File: config.mk
export PLATFORM = sky130hd
export DESIGN_NAME = dma_prog_front
export DESIGN_NICKNAME = d
export VERILOG_FILES = /design/src/rtl/dma_prog_pkg.sv /design/src/rtl/dma_cmd_unit.sv /design/src/rtl/dma_addr_shift.sv /design/src/rtl/dma_rdback.sv /design/src/rtl/dma_prog_front.sv
export SDC_FILE = /design/constraint.sdc
export NUM_CORES = 1
export LEC_CHECK = 0
export BUFFER_PORTS_ARGS = -buffer_cell sky130_fd_sc_hd__buf_2
export CAP_MARGIN = 10
export CORE_UTILIZATION = 48
export CTS_BUF_LIST = sky130_fd_sc_hd__clkbuf_4
export DETAILED_ROUTE_END_ITERATION = 12
export PLACE_DENSITY_LB_ADDON = 0.05
export SETUP_SLACK_MARGIN = 0.3
export SYNTH_ARGS = -nofsm -noshare
export SYNTH_HDL_FRONTEND = slang
export SYNTH_SLANG_ARGS = --single-unit
File: constraint.sdc
create_clock -name clk_i -period 2.36 [get_ports clk_i]
set_input_delay 0.354 -clock clk_i [delete_from_list [all_inputs] [get_ports clk_i]]
set_output_delay 0.354 -clock clk_i [all_outputs]
set_load 0.01 [all_outputs]
File: src/rtl/dma_prog_pkg.sv
package dma_prog_pkg;
  typedef enum logic [1:0] {
    OP_WDATA = 2'd0,
    OP_RDATA = 2'd1,
    OP_CMD   = 2'd2,
    OP_STAT  = 2'd3
  } op_e;

  localparam int MODE_A16  = 0;
  localparam int MODE_A18  = 1;
  localparam int MODE_WIDE = 2;

  localparam int BIT_EXT   = 6;
  localparam int BIT_RDIR  = 5;
  localparam int BIT_GO    = 4;
  localparam int BIT_STOP  = 3;
  localparam int BIT_CHSTA = 2;

  localparam logic [7:0] KEEP_STOP = 8'h44;
  localparam logic [7:0] KEEP_GO   = 8'h74;
  localparam logic [7:0] STA_BUSY  = 8'h08;
  localparam logic [7:0] STA_NODEV = 8'h04;
endpackage

File: src/rtl/dma_cmd_unit.sv
module dma_cmd_unit
  import dma_prog_pkg::*;
#(
  parameter int MODE = MODE_WIDE
) (
  input  logic       clk_i,
  input  logic       rst_ni,
  input  logic       cmd_we_i,
  input  logic [7:0] data_i,
  input  logic [7:0] dev_sta_i,
  input  logic       dev_present_i,
  output logic [7:0] cmd_o,
  output logic       stop_fire_o,
  output logic       go_fire_o,
  output logic [1:0] bank_o,
  output logic       exr_now_o,
  output logic       exr_next_o,
  output logic [7:0] status_o
);
  localparam bit WIDE = (MODE == MODE_WIDE);

  logic [7:0] cmd_q, cmd_d, dat_eff;

  generate
    if (WIDE) begin : g_wide
      assign dat_eff = data_i;
    end else begin : g_narrow
      assign dat_eff = data_i & ~KEEP_STOP;  // strip ext-read and chan-status
    end
    if (MODE == MODE_A18) begin : g_bank
      assign bank_o = dat_eff[1:0];
    end else begin : g_nobank
      assign bank_o = 2'b00;
    end
  endgenerate

  assign stop_fire_o = cmd_we_i & dat_eff[BIT_STOP];
  assign go_fire_o   = cmd_we_i & ~dat_eff[BIT_STOP] & dat_eff[BIT_GO];

  always_comb begin
    cmd_d = cmd_q;
    if (stop_fire_o)    cmd_d = dat_eff & KEEP_STOP;
    else if (go_fire_o) cmd_d = dat_eff & KEEP_GO;
  end

  always_ff @(posedge clk_i or negedge rst_ni) begin
    if (!rst_ni) cmd_q <= '0;
    else         cmd_q <= cmd_d;
  end

  assign cmd_o      = cmd_q;
  assign exr_now_o  = WIDE & cmd_q[BIT_EXT];
  assign exr_next_o = WIDE & cmd_d[BIT_EXT];

  always_comb begin
    if (cmd_q[BIT_GO])         status_o = STA_BUSY;
    else if (cmd_q[BIT_CHSTA]) status_o = 8'h00;
    else if (dev_present_i)    status_o = dev_sta_i & ~STA_BUSY;
    else                       status_o = STA_NODEV;
  end

  AST_STOP_CLEARS_GO: assert property (@(posedge clk_i) disable iff (!rst_ni)
    stop_fire_o |=> !cmd_q[BIT_GO] && !cmd_q[BIT_RDIR]);
  AST_BUSY_STATUS: assert property (@(posedge clk_i) disable iff (!rst_ni)
    cmd_q[BIT_GO] |-> status_o == STA_BUSY);
  AST_NARROW_STRIP: assert property (@(posedge clk_i) disable iff (!rst_ni)
    (!WIDE && cmd_we_i) |=> cmd_q[BIT_EXT] == 1'b0 && cmd_q[BIT_CHSTA] == 1'b0);
endmodule

File: src/rtl/dma_addr_shift.sv
module dma_addr_shift
  import dma_prog_pkg::*;
#(
  parameter int MODE = MODE_WIDE,
  parameter int AW   = 20
) (
  input  logic          clk_i,
  input  logic          rst_ni,
  input  logic          wr_fire_i,
  input  logic [7:0]    data_i,
  input  logic          go_fire_i,
  input  logic          stop_fire_i,
  input  logic [1:0]    bank_i,
  output logic [AW-1:0] start_o,
  output logic [AW-1:0] end_o
);
  localparam bit WIDE = (MODE == MODE_WIDE);
  localparam int WLIM = WIDE ? 6 : 4;
  localparam int CW   = $clog2(WLIM + 1);
  localparam logic [AW-1:0] M16  = AW'(17'h0FFFF);
  localparam logic [AW-1:0] FILL = WIDE ? {AW{1'b1}} : M16;

  logic [AW-1:0] sa_q, ea_q, sa_d, ea_d, bank_ext;
  logic [CW-1:0] wdc_q, wdc_d;

  assign bank_ext = AW'(bank_i) << 16;

  always_comb begin
    sa_d  = sa_q;
    ea_d  = ea_q;
    wdc_d = wdc_q;
    if (stop_fire_i) begin
      wdc_d = '0;
    end else if (go_fire_i) begin
      if (wdc_q <= CW'(4)) begin
        sa_d = (sa_q & M16) | bank_ext;
        ea_d = (ea_q & M16) | bank_ext;
      end
      sa_d[0] = 1'b0;
      if (ea_d <= sa_d) ea_d = ea_d | FILL;
    end else if (wr_fire_i && wdc_q < CW'(WLIM)) begin
      if (!WIDE) begin
        sa_d = ((sa_q << 8) | (ea_q >> 8)) & M16;
        ea_d = ((ea_q << 8) | AW'(data_i)) & M16;
      end else if (wdc_q != CW'(5)) begin
        sa_d = (sa_q << 8) | AW'(ea_q[15:8]);
        ea_d = AW'({ea_q[7:0], data_i});
      end else begin
        ea_d = (ea_q << 8) | AW'(data_i);
      end
      wdc_d = wdc_q + CW'(1);
    end
  end

  always_ff @(posedge clk_i or negedge rst_ni) begin
    if (!rst_ni) begin
      sa_q  <= '0;
      ea_q  <= '0;
      wdc_q <= '0;
    end else begin
      sa_q  <= sa_d;
      ea_q  <= ea_d;
      wdc_q <= wdc_d;
    end
  end

  assign start_o = sa_q;
  assign end_o   = ea_q;

  AST_WCOUNT_LIMIT: assert property (@(posedge clk_i) disable iff (!rst_ni)
    wdc_q <= CW'(WLIM));
  AST_FULL_WRITE_IGNORED: assert property (@(posedge clk_i) disable iff (!rst_ni)
    (wr_fire_i && wdc_q == CW'(WLIM)) |=> $stable(sa_q) && $stable(ea_q));
  AST_GO_EVEN_START: assert property (@(posedge clk_i) disable iff (!rst_ni)
    go_fire_i |=> sa_q[0] == 1'b0);
  AST_GO_END_ABOVE: assert property (@(posedge clk_i) disable iff (!rst_ni)
    go_fire_i |=> ea_q > sa_q);
endmodule

File: src/rtl/dma_rdback.sv
module dma_rdback #(
  parameter int AW = 20
) (
  input  logic          clk_i,
  input  logic          rst_ni,
  input  logic          rd_fire_i,
  input  logic          stop_fire_i,
  input  logic          exr_now_i,
  input  logic          exr_next_i,
  input  logic [AW-1:0] start_i,
  output logic [7:0]    rd_byte_o
);
  localparam int PW = 32;

  logic [1:0]    ptr_q, ptr_d;
  logic [PW-1:0] sa_pad;

  always_comb begin
    ptr_d = ptr_q;
    if (stop_fire_i)    ptr_d = exr_next_i ? 2'd2 : 2'd1;
    else if (rd_fire_i) ptr_d = (ptr_q == 2'd0) ? (exr_now_i ? 2'd2 : 2'd1) : ptr_q - 2'd1;
  end

  always_ff @(posedge clk_i or negedge rst_ni) begin
    if (!rst_ni) ptr_q <= 2'd1;
    else         ptr_q <= ptr_d;
  end

  assign sa_pad    = PW'(start_i);
  assign rd_byte_o = sa_pad[{ptr_q, 3'b000} +: 8];

  AST_PTR_RANGE: assert property (@(posedge clk_i) disable iff (!rst_ni)
    ptr_q <= 2'd2);
  AST_PTR_STEP: assert property (@(posedge clk_i) disable iff (!rst_ni)
    (rd_fire_i && !stop_fire_i && ptr_q != 2'd0) |=> ptr_q == $past(ptr_q) - 2'd1);
endmodule

File: src/rtl/dma_prog_front.sv
module dma_prog_front
  import dma_prog_pkg::*;
#(
  parameter int MODE = MODE_WIDE,
  parameter int AW   = 20
) (
  input  logic          clk_i,
  input  logic          rst_ni,
  input  logic          op_valid_i,
  input  logic [1:0]    op_i,
  input  logic [7:0]    data_i,
  input  logic          dev_we_i,
  input  logic [7:0]    dev_i,
  input  logic [7:0]    dev_sta_i,
  input  logic          dev_present_i,
  output logic [7:0]    rd_data_o,
  output logic [7:0]    status_o,
  output logic          irq_clr_o,
  output logic          go_o,
  output logic          rd_dir_o,
  output logic [AW-1:0] start_addr_o,
  output logic [AW-1:0] end_addr_o,
  output logic [7:0]    dev_num_o
);
  op_e           op;
  logic          wr_fire, rd_fire, cmd_we;
  logic          stop_fire, go_fire, exr_now, exr_next;
  logic [1:0]    bank;
  logic [7:0]    cmd;
  logic [AW-1:0] sa, ea;
  logic [7:0]    dev_q;

  assign op      = op_e'(op_i);
  assign wr_fire = op_valid_i && op == OP_WDATA;
  assign rd_fire = op_valid_i && op == OP_RDATA;
  assign cmd_we  = op_valid_i && op == OP_CMD;

  dma_cmd_unit #(.MODE(MODE)) i_cmd (
    .clk_i, .rst_ni, .cmd_we_i(cmd_we), .data_i, .dev_sta_i, .dev_present_i,
    .cmd_o(cmd), .stop_fire_o(stop_fire), .go_fire_o(go_fire), .bank_o(bank),
    .exr_now_o(exr_now), .exr_next_o(exr_next), .status_o
  );

  dma_addr_shift #(.MODE(MODE), .AW(AW)) i_addr (
    .clk_i, .rst_ni, .wr_fire_i(wr_fire), .data_i, .go_fire_i(go_fire),
    .stop_fire_i(stop_fire), .bank_i(bank), .start_o(sa), .end_o(ea)
  );

  dma_rdback #(.AW(AW)) i_rdb (
    .clk_i, .rst_ni, .rd_fire_i(rd_fire), .stop_fire_i(stop_fire),
    .exr_now_i(exr_now), .exr_next_i(exr_next), .start_i(sa), .rd_byte_o(rd_data_o)
  );

  always_ff @(posedge clk_i or negedge rst_ni) begin
    if (!rst_ni)       dev_q <= '0;
    else if (dev_we_i) dev_q <= dev_i;
  end

  assign irq_clr_o    = stop_fire;
  assign go_o         = cmd[BIT_GO];
  assign rd_dir_o     = cmd[BIT_RDIR];
  assign start_addr_o = sa;
  assign end_addr_o   = ea;
  assign dev_num_o    = dev_q;

  AST_DEV_LATCH: assert property (@(posedge clk_i) disable iff (!rst_ni)
    dev_we_i |=> dev_num_o == $past(dev_i));
  AST_STAT_NO_EFFECT: assert property (@(posedge clk_i) disable iff (!rst_ni)
    (op_valid_i && op == OP_STAT) |=> $stable(start_addr_o) && $stable(end_addr_o) && $stable(go_o));
endmodule

### Word level (Yosys, flattened, before mapping)

Index checks and enable logic that the tools add are counted.
W data, S select, Z words.

* register bits: 60
* latch bits: 0
* memory bits (writable): 0
* bits in read-only memories: 0
* input port bits: 31
* output and inout bits: 67
* logic and storage cells: 64
* memories: 0

* add/subtract/negate cells: 2
* $mul: 0
* div/mod/pow operators: 0
* magnitude comparators: 3
* equal/unequal tests: 4
* shift-type cells: 1
* mux-type cells: 26
* bitwise gates (word level): 7
* reductions and logical operators: 14

Operators by type and width (number)
* $mux W20: 13
* $or A20 B8 Y20: 2
* $shiftx A32 B6 Y8: 1
* $mux W8: 3
* $le A20 B20 Y1: 1
* $mux W7: 2
* $mux W2: 5
* $reduce_bool A2 Y1: 5
* $mux W3: 3
* $logic_and A1 B1 Y1: 4
* $logic_not A2 Y1: 2
* $reduce_and A2 Y1: 2
* $add A3 B1 Y3 const B: 1
* $and A1 B1 Y1: 3
* $le A3 B3 Y1 const B: 1
* $lt A3 B3 Y1 const B: 1
* $ne A3 B3 Y1 const B: 1
* $reduce_and A3 Y1: 1
* $eq A2 B1 Y1 const B: 1
* $eq A2 B2 Y1 const B: 1
* $ne A2 B2 Y1 const B: 1
* $not A1 Y1: 2
* $sub A2 B1 Y2 const B: 1

### Depth between registers and ports, before layout

* word-level depth: 9
* mapped depth: 10

### By module

A second synthesis with hierarchy kept.

* cells, all modules: 331
* area total of the unflattened synthesis: 3329.4 µm²

Modules (own cells, without submodules)
* dma_addr_shift: times used 1, cells each 243, area each 2397.3 µm², sequential area each 1076.0 µm²
* dma_prog_front: times used 1, cells each 20, area each 356.6 µm², sequential area each 200.2 µm²
* dma_cmd_unit: times used 1, cells each 35, area each 309.0 µm², sequential area each 100.1 µm²
* dma_rdback: times used 1, cells each 33, area each 266.5 µm², sequential area each 51.3 µm²

### Least setup slack after synthesis

No wires, ideal clock.

* kind: flip-flop to flip-flop
* start point: reg i_addr.wdc_q[1]
* end point: reg i_addr.ea_q[14], in the netlist i_addr.end_o[14]
* library setup time: 0.077 ns
* data arrival time: 2.152 ns
* data required time: 2.283 ns
* slack: 0.130 ns
* stages on the path, launching flop included: 10
* buffers on the path: 1
* clock period less this slack: 2.230 ns
* cell sequence: dfrtp_1 > o21a_1 > and2_1 > ha_1 > a21o_1 > a21o_1 > a21oi_1 > nand3_1 > clkbuf_1 > a21oi_1

* word-level cells in the longest chain between the ends: 7
* elaborated cells on any way between the ends: 17

Ends and longest elaborated chain
* start, declared: line dma_addr_shift.sv:24 `logic [CW-1:0] wdc_q, wdc_d;`
* start signal, assigned: line dma_addr_shift.sv:63 `wdc_q <= wdc_d;`
* $le A3 B3 Y1: line dma_addr_shift.sv:35 `if (wdc_q <= CW'(4)) begin`
* $mux W20: line dma_addr_shift.sv:35
* $mux W20: line dma_addr_shift.sv:34 `end else if (go_fire_i) begin`
* $mux W20: line dma_addr_shift.sv:32 `if (stop_fire_i) begin`
* $le A20 B20 Y1: line dma_addr_shift.sv:40 `if (ea_d <= sa_d) ea_d = ea_d | FILL;`
* $mux W20: line dma_addr_shift.sv:40
* $mux W20: line dma_addr_shift.sv:34
* end signal, assigned: line dma_addr_shift.sv:58 `ea_q <= '0;`
* end signal, assigned: line dma_addr_shift.sv:62 `ea_q <= ea_d;`
* end, declared: line dma_addr_shift.sv:23 `logic [AW-1:0] sa_q, ea_q, sa_d, ea_d, bank_ext;`

Several ways; a longest one is shown, not always the timed one. The select of a mux whose other input is x is not followed.
A chain may end at the register's enable or synchronous reset.

### Worst setup path in the final report

* start point: reg i_addr.wdc_q[0]
* end point: reg i_addr.ea_q[4], in the netlist i_addr.end_o[4]

Same word-level chain as after synthesis.

==> flow_summary_export.csv <==
group,metric,value,unit
timing,maxSlewViolCount,0,
timing,max-slew-margin-rel,0.574,
timing,setup_viol,0,
final_layout,fill_cells,504,
drt,drc,0,
drt,dr.pass1.iters,4,
placed_design,post_dp_cell_area,0.00372,mm2
grt,grt_antenna_before_repair,0,
min_path,holdPathStages,2,
floorplanning,dieHeight,82.4,um
logic_synthesis,synthTopCellsByArea,"dfrtp_1 (45%), ha_1 (8.5%), nand2_1 (4.4%), a21oi_1 (4.2%), o21ai_0 (4.2%)",
timing,holdWs,0.174,ns
final_layout,finalInstanceArea,0.00417,mm2
setup_path,crit_fanout,6,
power,switching_share,0.424,
logic_synthesis,yosys.area.top_type_share,0.452,
logic_synthesis,synth_edf_count,0,
power,vdd_drop_max,0.616,mV
logic_synthesis,synthFlopType,"dfrtp_1",
power,p_per_area,1180,mW/mm2
setup_path,worstPathArrival,2.49,ns
clock_tree,numCtsBuffers,9,
final_layout,antennaDiodeCount,0,
setup_path,critical_path.slowest_cell,"dfrtp_1",
timing,fin_skew,0.0220,ns
logic_synthesis,syn_area_per_cell,9.66,um2
drt,avgViaCountPerCell,5.48,
setup_path,worst-r2r-cell-count,10,
drt,wl_per_cell,15.5,um
final_layout,layout-drive-gt1-share,0.421,
min_path,worstHoldPathType,"input pin to flip-flop",
power,p_seq_frac,0.354,
setup_path,required,2.66,ns
final_layout,final_nets,491,
logic_synthesis,syn_inst,321,
grt,grt_overflow_total,0,
clock_tree,cts_htree_levels,3,
clock_tree,clock-sinks,57,
logic_synthesis,seq_area_frac_synth,0.460,
floorplanning,die_w,82.4,um
setup_path,crit_chain,"o21a_4 > and2_4 > ha_4 > nand4_1 > buf_4 > inv_2 > a22oi_2 > buf_6 > and3_4 > o311ai_4",
drt,vias,2832,
power,p_int,2830,uW
placed_design,globalplace.congestion,0.799,
grt,grt_max_degree,32,
final_layout,fin_cells,517,
grt,grt_first_pass_wirelength,12600,um
timing,period_share,0.927,
final_layout,synthToLayoutAreaGrowth,34.5,%
floorplanning,io_pins,98,
timing,rsz0062_at_grt,"yes",
timing,worstMarginPinSlew,0.633,ns
setup_path,slowest_delay,0.39,ns
timing,fmax,457,MHz
drt,ant_nets,0,
logic_synthesis,syn_area,0.00310,mm2
drt,wl,8000,um
logic_synthesis,ys_types,40,
logic_synthesis,ys_warn_count,0,
clock_tree,cts_tree,"built",
grt,grtUsageTotal,0.254,
power,p_switching,2080,uW
clock_tree,cts_root_buf,"clkbuf_4",
timing,period_minus_slack,2.19,ns
setup_path,start_kind,"flip-flop",
clock_tree,clockBufferDepth,2,
logic_synthesis,synth_top_cell_by_area,"dfrtp_1",
power,clkPwrFrac,0.158,
logic_synthesis,synth-seq-cells,57,
logic_synthesis,syn_nets,373,
floorplanning,core_area,0.00606,mm2
setup_path,worst-setup-path-type,"flip-flop to flip-flop",
floorplanning,row_count,28,
floorplanning,dieArea,0.00678,mm2
floorplanning,start_util,0.512,
job,cap_violations,0,
grt,grt_pass1_vias,2665,
placed_design,hpwl,5680,um
clock_tree,insertion_delay,0.40,ns
clock_tree,path_clk_slew,0.11,ns
power,comb_power_share,0.488,
setup_path,cp-end-kind,"flip-flop",
timing,hold_viol,0,
timing,timing.setup.tns,0,ns
placed_design,place_inst,490,
drt,initialDrtViolationCount,134,
status,status,"finished, final reports clean",
logic_synthesis,async_flop_share,1.00,
power,leakagePower,0.00212,uW
placed_design,portBuffers,96,
[cell usage in the layout, fill, tap and decap left out, drive strengths merged]
cell type    netlist  routed
a22o               6       6
inv               20      20
nor3               3       3
mux2              10      10
nand4b             1       1
o21ai             27      27
xor2               1       1
o21a               1       1
clkinv             0       2
ha                21      21
buf                8     119
o311ai             1       1
dlygate4sd3        0       1
dfstp              1       1
bufinv             0       2
a21o               3       3
a211oi             4       4
nand3b             2       2
nand4              6       6
nand3              8       9
a21oi             27      27
o22ai             14      14
nor3b              1       1
a211o              1       1
o211a              1       1
nor2b              2       2
nand2b             1       1
and2              10      10
mux2i              9       9
nor2              24      24
and3b              2       2
a22oi              5       5
dfrtp             56      56
nand2             36      36
clkbuf             7      11
or2                1       1
and3               1       1
[critical path, delay by kind of cell, from the launching register on]
kind                       cells  cell delay [ns]
AOI/OAI and AO/OA              3             0.53
adders and majority gates      1             0.26
buffers and inverters          3             0.39
DFF                            1             0.39
and+or+nand+nor                3             0.53
[final cells by class]
| class | count | area, um2 | area share |
|---|---|---|---|
| clock buffer | 10 | 75.1 | 0.0180 |
| clock inverter | 4 | 70.1 | 0.0168 |
| inverter | 20 | 75.1 | 0.0180 |
| multi-input combinational | 230 | 1710 | 0.410 |
| sequential | 57 | 1430 | 0.342 |
| tap | 75 | 93.8 | 0.0225 |
| timing repair buffer | 121 | 721 | 0.173 |
[cells by family (layout without fill, tap and decap cells)]
| kind of cell | count (synthesis) | count (layout) | share of synthesized area |
|---|---|---|---|
| fa+ha+maj | 21 | 21 | 0.0847 |
| buf+inv | 35 | 155 | 0.0525 |
| compound gates | 90 | 90 | 0.186 |
| mux | 19 | 19 | 0.0654 |
| flops | 57 | 57 | 0.460 |
| simple gates | 98 | 99 | 0.149 |
| xor+xnor | 1 | 1 | 0.00283 |
[metal layers]
layer | up-vias | global-route usage | routed length (um)
met5 | - | 0 | 0
met4 | 0 | 0.100 | 155
met3 | 14 | 0.0451 | 422
met2 | 99 | 0.412 | 3750
met1 | 1339 | 0.337 | 3670
li1 | 1380 | - | -
[state kept, by name, indices dropped and copies added (netlist names)]
| name | count |
|---|---|
| i_addr.end_o | 20 |
| i_addr.start_o | 20 |
| dev_num_o | 8 |
| i_cmd.cmd_o | 4 |
| i_addr.wdc_q | 3 |
| i_rdb.ptr_q | 2 |
[power groups by stage]
| stage | Combinational (uW) | Sequential, uW | Clock [uW] |
|---|---|---|---|
| after global placement | 1930 | 1740 | 0 |
| after CTS | 2140 | 1740 | 782 |
| after detailed placement | 1990 | 1760 | 0 |
| after global routing | 2700 | 1790 | 829 |
| final | 2390 | 1740 | 775 |
| after floorplan | 1200 | 1770 | 0 |
[cell usage after synthesis, types with 2 or more instances]
cell type	instances
a211oi_1	3
a21o_1	3
a21oi_1	26
a22o_1	6
a22oi_1	5
and2_1	10
and3b_1	2
buf_2	4
buf_6	3
clkbuf_1	7
dfrtp_1	56
ha_1	21
inv_1	20
mux2_2	10
mux2i_1	9
nand2_1	36
nand3_1	8
nand3b_1	2
nand4_1	6
nor2_1	24
nor2b_1	2
nor3_1	3
o21ai_0	26
o22ai_1	9
o22ai_2	5
[repair_timing]
item,4_1_cts,5_1_grt
setup buffers,6,4
hold buffers,1,0
pin swaps,9,10
gates resized for setup,17,22
cloned,0,2
setup endpoints to repair,24,24
hold endpoints to repair,25,0
[through the flow]
step / util / worst slack (ns) / total power [uW]
2_1_floorplan: - / 0.311 / 2970
3_3_place_gp: 0.614 / 0.177 / 3670
3_5_place_dp: 0.614 / 0.111 / 3750
4_1_cts: 0.663 / 0.268 / 4660
5_1_grt: 0.688 / 0.0509 / 5330
6_report: 0.688 / 0.172 / 4910
[worst paths after layout]
| kind | slack [ns] | to | startpoint |
|---|---|---|---|
| min in group asynchronous | 0.50 | i_rdb.ptr_q[1] | rst_ni |
| max reg2reg | 0.17 | i_addr.end_o[4] | i_addr.wdc_q[0] |
| max in group asynchronous | 1.27 | i_addr.end_o[12] | rst_ni |
| min | 0.17 | dev_num_o[5] | dev_i[5] |
| max | 0.17 | i_addr.end_o[4] | i_addr.wdc_q[0] |
| min reg2reg | 0.51 | dev_num_o[4] | dev_num_o[4] |
Note: power is estimated with default switching activity, not from simulation.
